===== config.mk =====
export PLATFORM = sky130hd
export DESIGN_NAME = cpu_boot_regs
export DESIGN_NICKNAME = d
export VERILOG_FILES = /design/src/rtl/cpu_boot_pkg.sv /design/src/rtl/boot_ctrl_reg.sv /design/src/rtl/prog_sram_port.sv /design/src/rtl/mbox_reg.sv /design/src/rtl/cpu_boot_regs.sv
export SDC_FILE = /design/constraint.sdc
export NUM_CORES = 2
export LEC_CHECK = 0
export BUFFER_PORTS_ARGS = -buffer_cell sky130_fd_sc_hd__buf_2
export CAP_MARGIN = 20
export CORE_UTILIZATION = 28
export DETAILED_ROUTE_END_ITERATION = 12
export GPL_TIMING_DRIVEN = 0
export PLACE_DENSITY = 0.38
export SYNTH_ARGS = -nofsm -noshare
export SYNTH_HDL_FRONTEND = slang
export SYNTH_SLANG_ARGS = --single-unit

===== constraint.sdc =====
create_clock -name clk -period 3.6 [get_ports clk]
set_clock_uncertainty 0.15 [all_clocks]
set_input_delay 0.36 -clock clk [delete_from_list [all_inputs] [get_ports clk]]
set_output_delay 0.36 -clock clk [all_outputs]
set_load 0.01 [all_outputs]

===== src/rtl/cpu_boot_pkg.sv =====
package cpu_boot_pkg;
   localparam int unsigned BUS_AW = 8;
   localparam int unsigned BUS_DW = 32;

   localparam logic [BUS_AW-1:0] OFS_CLKDLY = 8'h05;
   localparam logic [BUS_AW-1:0] OFS_CTRL   = 8'h10;
   localparam logic [BUS_AW-1:0] OFS_PTR    = 8'h11;
   localparam logic [BUS_AW-1:0] OFS_DATA   = 8'h12;
   localparam logic [BUS_AW-1:0] OFS_MBOX   = 8'h15;
   localparam logic [BUS_AW-1:0] OFS_MSET   = 8'h16;
   localparam logic [BUS_AW-1:0] OFS_MCLR   = 8'h17;
   localparam logic [BUS_AW-1:0] OFS_IDENT  = 8'h18;

   localparam int unsigned CB_DIV   = 8;
   localparam int unsigned CB_HOLD  = 7;
   localparam int unsigned CB_BOOT  = 3;
   localparam int unsigned CB_EXT   = 2;
   localparam int unsigned CB_CLKEN = 1;
   localparam int unsigned CB_SRST  = 0;

   localparam int unsigned CTRL_W = 9;
   localparam logic [3:0] DLY_RESET = 4'h0;

   typedef struct packed {
      logic div;
      logic hold;
      logic boot;
      logic ext;
      logic clken;
      logic srst;
   } ctrl_t;

   localparam ctrl_t CTRL_RESET = '{div: 1'b0, hold: 1'b1, boot: 1'b1,
                                    ext: 1'b1, clken: 1'b0, srst: 1'b0};

   function automatic ctrl_t ctrl_unpack(input logic [CTRL_W-1:0] w);
      ctrl_t c;
      c.div   = w[CB_DIV];
      c.hold  = w[CB_HOLD];
      c.boot  = w[CB_BOOT];
      c.ext   = w[CB_EXT];
      c.clken = w[CB_CLKEN];
      c.srst  = w[CB_SRST];
      return c;
   endfunction

   function automatic logic [BUS_DW-1:0] ctrl_pack(input ctrl_t c);
      logic [BUS_DW-1:0] w;
      w = '0;
      w[CB_DIV]   = c.div;
      w[CB_HOLD]  = c.hold;
      w[CB_BOOT]  = c.boot;
      w[CB_EXT]   = c.ext;
      w[CB_CLKEN] = c.clken;
      w[CB_SRST]  = c.srst;
      return w;
   endfunction
endpackage


===== src/rtl/boot_ctrl_reg.sv =====
module boot_ctrl_reg
   import cpu_boot_pkg::*;
(
   input  logic              clk,
   input  logic              rst_n,
   input  logic              wr_ctrl,
   input  logic              wr_dly,
   input  logic [CTRL_W-1:0] wbits,
   output ctrl_t             ctrl_q,
   output logic [3:0]        dly_q
);
   always_ff @(posedge clk) begin
      if (!rst_n) begin
         ctrl_q <= CTRL_RESET;
         dly_q  <= DLY_RESET;
      end else begin
         if (wr_ctrl) ctrl_q <= ctrl_unpack(wbits);
         if (wr_dly)  dly_q  <= {wbits[5:4], wbits[1:0]};
      end
   end
endmodule


===== src/rtl/prog_sram_port.sv =====
module prog_sram_port #(
   parameter int unsigned DEPTH = 256,
   localparam int unsigned PTR_W = $clog2(DEPTH)
) (
   input  logic             clk,
   input  logic             rst_n,
   input  logic             host_en,
   input  logic             ptr_ld,
   input  logic [PTR_W-1:0] ptr_ld_val,
   input  logic             data_wr,
   input  logic             data_rd,
   input  logic [7:0]       wbyte,
   output logic [7:0]       host_q,
   output logic [PTR_W-1:0] ptr_q,
   input  logic [PTR_W-1:0] cpu_iaddr,
   output logic [7:0]       cpu_idata
);
   localparam logic [PTR_W-1:0] LAST = PTR_W'(DEPTH - 1);
   localparam bit IS_POW2 = ((1 << PTR_W) == DEPTH);

   logic [7:0]       mem [DEPTH];
   logic [PTR_W-1:0] ptr_inc;
   logic [PTR_W-1:0] ld_val;
   logic             do_wr;
   logic             do_rd;

   assign do_wr = data_wr && host_en;
   assign do_rd = data_rd && host_en;

   generate
      if (IS_POW2) begin : g_wrap_free
         assign ptr_inc = ptr_q + PTR_W'(1);
         assign ld_val  = ptr_ld_val;
      end else begin : g_wrap_cmp
         assign ptr_inc = (ptr_q == LAST) ? '0 : ptr_q + PTR_W'(1);
         assign ld_val  = (ptr_ld_val > LAST) ? '0 : ptr_ld_val;
      end
   endgenerate

   always_ff @(posedge clk) begin
      if (!rst_n) begin
         ptr_q  <= '0;
         host_q <= '0;
      end else begin
         if (ptr_ld)
            ptr_q <= ld_val;
         else if (do_wr || do_rd)
            ptr_q <= ptr_inc;
         if (do_rd)
            host_q <= mem[ptr_q];
         else if (data_rd)
            host_q <= '0;
      end
   end

   always_ff @(posedge clk) begin
      if (do_wr) mem[ptr_q] <= wbyte;
      cpu_idata <= mem[cpu_iaddr];
   end
endmodule


===== src/rtl/mbox_reg.sv =====
module mbox_reg #(
   parameter int unsigned W = 32
) (
   input  logic         clk,
   input  logic         rst_n,
   input  logic         set_we,
   input  logic         clr_we,
   input  logic [W-1:0] wdata,
   output logic [W-1:0] val_q
);
   always_ff @(posedge clk) begin
      if (!rst_n)
         val_q <= '0;
      else if (set_we)
         val_q <= val_q | wdata;
      else if (clr_we)
         val_q <= val_q & ~wdata;
   end
endmodule


===== src/rtl/cpu_boot_regs.sv =====
module cpu_boot_regs
   import cpu_boot_pkg::*;
#(
   parameter int unsigned SRAM_DEPTH = 256,
   parameter logic [15:0] DEV_ID     = 16'h5A3C,
   parameter logic [3:0]  DEV_REV    = 4'h2,
   localparam int unsigned PTR_W     = $clog2(SRAM_DEPTH)
) (
   input  logic              clk,
   input  logic              rst_n,
   input  logic              reg_wr,
   input  logic              reg_rd,
   input  logic [7:0]        reg_addr,
   input  logic [31:0]       reg_wdata,
   output logic [31:0]       reg_rdata,
   output logic              reg_rvalid,
   output logic              cpu_reset,
   output logic              cpu_clk_en,
   output logic              cpu_clk_div,
   output logic              cpu_boot_en,
   input  logic [PTR_W-1:0]  cpu_iaddr,
   output logic [7:0]        cpu_idata
);
   localparam logic [31:0] IDENT_WORD = {DEV_REV, DEV_ID, 12'h000};

   generate
      if (SRAM_DEPTH < 2) begin : g_bad_depth
         $error("SRAM_DEPTH must be at least 2");
      end
      if (BUS_DW != 32 || BUS_AW != 8) begin : g_bad_bus
         $error("register bus must be 8-bit offset, 32-bit data");
      end
   endgenerate

   ctrl_t            ctrl_q;
   logic [3:0]       dly_q;
   logic [7:0]       host_q;
   logic [PTR_W-1:0] sram_ptr;
   logic [31:0]      mbox_val;
   logic             ext_en;
   logic [31:0]      rd_q;
   logic             rd_sram;

   logic wr_ctrl, wr_dly, wr_ptr, wr_data, rd_data, wr_mset, wr_mclr;
   assign wr_ctrl = reg_wr && (reg_addr == OFS_CTRL);
   assign wr_dly  = reg_wr && (reg_addr == OFS_CLKDLY);
   assign wr_ptr  = reg_wr && (reg_addr == OFS_PTR);
   assign wr_data = reg_wr && (reg_addr == OFS_DATA);
   assign rd_data = reg_rd && (reg_addr == OFS_DATA);
   assign wr_mset = reg_wr && (reg_addr == OFS_MSET);
   assign wr_mclr = reg_wr && (reg_addr == OFS_MCLR);

   boot_ctrl_reg u_ctrl (
      .clk     (clk),
      .rst_n   (rst_n),
      .wr_ctrl (wr_ctrl),
      .wr_dly  (wr_dly),
      .wbits   (reg_wdata[CTRL_W-1:0]),
      .ctrl_q  (ctrl_q),
      .dly_q   (dly_q)
   );

   assign ext_en      = ctrl_q.ext;
   assign cpu_reset   = ctrl_q.hold;
   assign cpu_clk_en  = ctrl_q.clken;
   assign cpu_clk_div = ctrl_q.div;
   assign cpu_boot_en = ctrl_q.boot;

   prog_sram_port #(.DEPTH(SRAM_DEPTH)) u_sram (
      .clk        (clk),
      .rst_n      (rst_n),
      .host_en    (ext_en),
      .ptr_ld     (wr_ptr),
      .ptr_ld_val (reg_wdata[PTR_W-1:0]),
      .data_wr    (wr_data),
      .data_rd    (rd_data),
      .wbyte      (reg_wdata[7:0]),
      .host_q     (host_q),
      .ptr_q      (sram_ptr),
      .cpu_iaddr  (cpu_iaddr),
      .cpu_idata  (cpu_idata)
   );

   mbox_reg #(.W(32)) u_mbox (
      .clk    (clk),
      .rst_n  (rst_n),
      .set_we (wr_mset),
      .clr_we (wr_mclr),
      .wdata  (reg_wdata),
      .val_q  (mbox_val)
   );

   always_ff @(posedge clk) begin
      if (!rst_n) begin
         reg_rvalid <= 1'b0;
         rd_sram    <= 1'b0;
         rd_q       <= '0;
      end else begin
         reg_rvalid <= reg_rd;
         if (reg_rd) begin
            rd_sram <= (reg_addr == OFS_DATA);
            case (reg_addr)
               OFS_CLKDLY: rd_q <= {26'd0, dly_q[3:2], 2'b00, dly_q[1:0]};
               OFS_CTRL:   rd_q <= ctrl_pack(ctrl_q);
               OFS_PTR:    rd_q <= '0;
               OFS_MBOX:   rd_q <= mbox_val;
               OFS_IDENT:  rd_q <= IDENT_WORD;
               default:    rd_q <= '0;
            endcase
         end
      end
   end

   assign reg_rdata = rd_sram ? {24'd0, host_q} : rd_q;
endmodule


==> metrics.yaml <==
timing:
  setup_ws_ps: -460.4
  layout_min_cycle_time_ps: 4060
  maxSlewHeadroom: 0.09239
  tightest_slew_ps: 1361
  period_share: 1.128
  rsz0062_at_grt: "true"
  fmax_mhz: 246.3
  setup-violations-final: 67
  slew_violations: 0
  hold_violations: 0
finish:
  finalInstanceArea_sq_um: 124100
  seq_area_sq_um: 63670
  final_nets: 5942
  fillers: 33104
  final_util: 0.3516
  drive_gt1_frac: 0.4250
  layout_common_cells: "edfxtp_1 (2048), mux4_2 (1128), clkbuf_16 (282)"
  multi_input_area_sq_um: 35630
  syn2layout_area_growth_pct: 24.82
  final_common_cell: "edfxtp_1"
yosys:
  synth-warning-count: 0
  yosysSeqAreaShare: 0.6403
  synthesis.nets: 5158
  syn_inst: 5102
  synth-main-ff-cell: "edfxtp_1"
  async_flop_share: 0
  ys_ff_latch: 2156
  yosysUniqueCellTypes: 59
  postSynthAreaPerCell_sq_um: 19.49
  syn_area_sq_um: 99420
  synth_edf_count: 2048
drt:
  drt_iter0_markers: 11596
  wl_per_cell_um: 53.05
  post-route-drc-count: 0
  vias: 66923
  totalWireLength_um: 576300
  viasPerCell: 6.161
  drt_pass1_iterations: 8
  antenna_left: 0
grt:
  grt_pass1_wl_um: 719400
  grt_pass1_vias: 62843
  grt-ovfl-total: 0
  grt_max_degree: 124
  grt_use_total: 0.3172
  antenna_found_initial: 73
clocking:
  clock_latency_ps: 940
  cts_root_buf: "clkbuf_16"
  cts_sinks: 2156
  cts_buffers: 268
  cts_tree: "done"
  clk_transition_reported_paths_ps: 60
  clockBufferDepth: 4
  htree_levels: 5
die:
  die_y_um: 597.9
  fp-row-count: 218
  core_sq_um: 353000
  pin_count: 97
  start_util: 0.2817
  dieWidth_um: 597.9
  die_area_sq_um: 357400
run:
  cap_violations: 0
setup_path:
  crit_fanout: 10
  cp.required_ps: 4270
  crit_type: "reg -> reg"
  cp_slowest_stage_delay_ps: 640
  cp.arrival_ps: 4730
  cp-end-kind: "flip-flop"
  crit_slowest_cell: "nand4_1"
  reg2reg_depth: 11
  cp_cell_sequence: "buf_6, buf_6, buf_12, clkbuf_8, buf_4, buf_12, mux4_2, nand2_2, nand4_1, nand3_1, o21ai_1"
  start_kind: "flip-flop"
min_path:
  min_path_type: "in -> reg"
  hold_path_depth: 3
outcome:
  status: "finished, violations left"
  violations: "setup timing"
place:
  preCtsSetupSlack_ps: -3800
  portBuffers: 90
  hpwl_um: 409900
  placed_area_sq_um: 109200
  gp_congestion: 0.9722
power_and_ir_drop:
  p_leak_nw: 37.70
  p_per_area_nw_per_um2: 467.3
  ir_worst_vdd_v: 0.0003471
-- kinds of logic (layout without fill, tap and decap cells) --
kind of cell / count (synthesis) / after routing / share of synthesized area
buffers and inverters: 434 / 1431 / 0.01987
and+or+nand+nor: 705 / 705 / 0.03207
AOI/OAI and AO/OA: 504 / 504 / 0.03426
xor gates and xnor gates: 2 / 2 / 0.0001762
adders and majority gates: 4 / 4 / 0.0005034
muxes: 1297 / 1297 / 0.2728
other: 0 / 34 / 0
DFF: 2156 / 2156 / 0.6403
-- per-stage QoR --
step	instances	total power [W]	setup TNS (ps)	hold slack, ps
after floorplan	5102	0.02934	0	269.4
final	10863	0.05799	-5265	37.85
after CTS	10784	0.05803	-10940	0.07150
after global routing	10838	0.05897	-2978	43.37
after detailed placement	10110	0.03123	-2855550	301.6
after global placement	9922	0.03120	-8868020	299.2
-- cell usage after synthesis (29+ instances only) --
| cell type | number | area [sq um] |
|---|---|---|
| edfxtp_1 | 2048 | 61500 |
| mux2i_1 | 150 | 1501 |
| nand2_1 | 141 | 529.3 |
| buf_2 | 121 | 605.6 |
| buf_1 | 50 | 187.7 |
| a21oi_1 | 135 | 675.7 |
| o21ai_0 | 46 | 230.2 |
| nor3_1 | 38 | 190.2 |
| clkbuf_1 | 207 | 777.0 |
| a22oi_1 | 101 | 758.2 |
| o22ai_1 | 54 | 337.8 |
| a311oi_1 | 39 | 341.6 |
| buf_4 | 40 | 300.3 |
| dfxtp_1 | 108 | 2162 |
| nor2_1 | 310 | 1164 |
| o221ai_1 | 29 | 254.0 |
| nor2b_1 | 44 | 275.3 |
| nand3_1 | 76 | 380.4 |
| mux4_2 | 1128 | 25400 |
-- flip-flops by register name, summed over array words and instances (netlist names), named ones only --
register          cells
u_sram.mem         2048
rd_q                 32
u_sram.cpu_idata      8
u_sram.host_q         8
u_sram.ptr_q          8
u_ctrl.ctrl_q         6
u_ctrl.dly_q          4
rd_sram               1
reg_rvalid            1
-- worst max-delay path: cells and delay by family, from the launching register on --
family	cells	cell delay, ps
buffers and inverters	6	1710
AND/OR/NAND/NOR	3	1040
flip-flops	1	520
multiplexers	1	400
AO/OA/AOI/OAI	1	70
-- cell type report --
type / count / share of cell area
Multi-Input combinational cell: 2512 / 0.2872
Timing Repair Buffer: 521 / 0.05182
Buffer: 417 / 0.03157
Clock inverter: 126 / 0.008963
Inverter: 10 / 0.0003630
Sequential cell: 2156 / 0.5131
Clock buffer: 357 / 0.05869
Antenna cell: 34 / 0.0006856
Tap cell: 4730 / 0.04769
-- per-layer routing --
| metal | GRT usage | vias up | routed length [um] |
|---|---|---|---|
| li1 | - | 23714 | - |
| met2 | 0.4671 | 4996 | 249400 |
| met4 | 0.1999 | 24 | 43480 |
| met5 | 0 | - | 162 |
| met3 | 0.08198 | 1164 | 58910 |
| met1 | 0.4168 | 37025 | 224300 |
-- timing repair --
| action | in CTS | in global routing |
|---|---|---|
| hold buffers | 54 | 0 |
| endpoints found under the hold margin | 536 | 0 |
| pin swaps | 25 | 22 |
| setup buffers | 141 | 40 |
| endpoints found under the setup margin | 1692 | 353 |
| gates resized for setup | 887 | 141 |
| gates cloned | 2 | 0 |
-- report_power, final --
part	switching, W	internal (W)
combinational	0.00230	0.00116
sequential	0.00000943	0.0275
clock	0.0115	0.0155
total	0.0138	0.0441
-- final timing paths --
kind / from / to / slack (ps)
worst max register to register: flip-flop / u_sram.host_q[3]$_SDFFE_PN0P_ / -460
worst max-delay path: flip-flop / u_sram.host_q[3]$_SDFFE_PN0P_ / -460
worst min register to register: rd_q[12]$_SDFFE_PN0P_ / rd_q[12]$_SDFFE_PN0P_ / 310
worst min-delay path: reg_wdata[23] / flip-flop / 40
(Power assumes the default switching activity.)
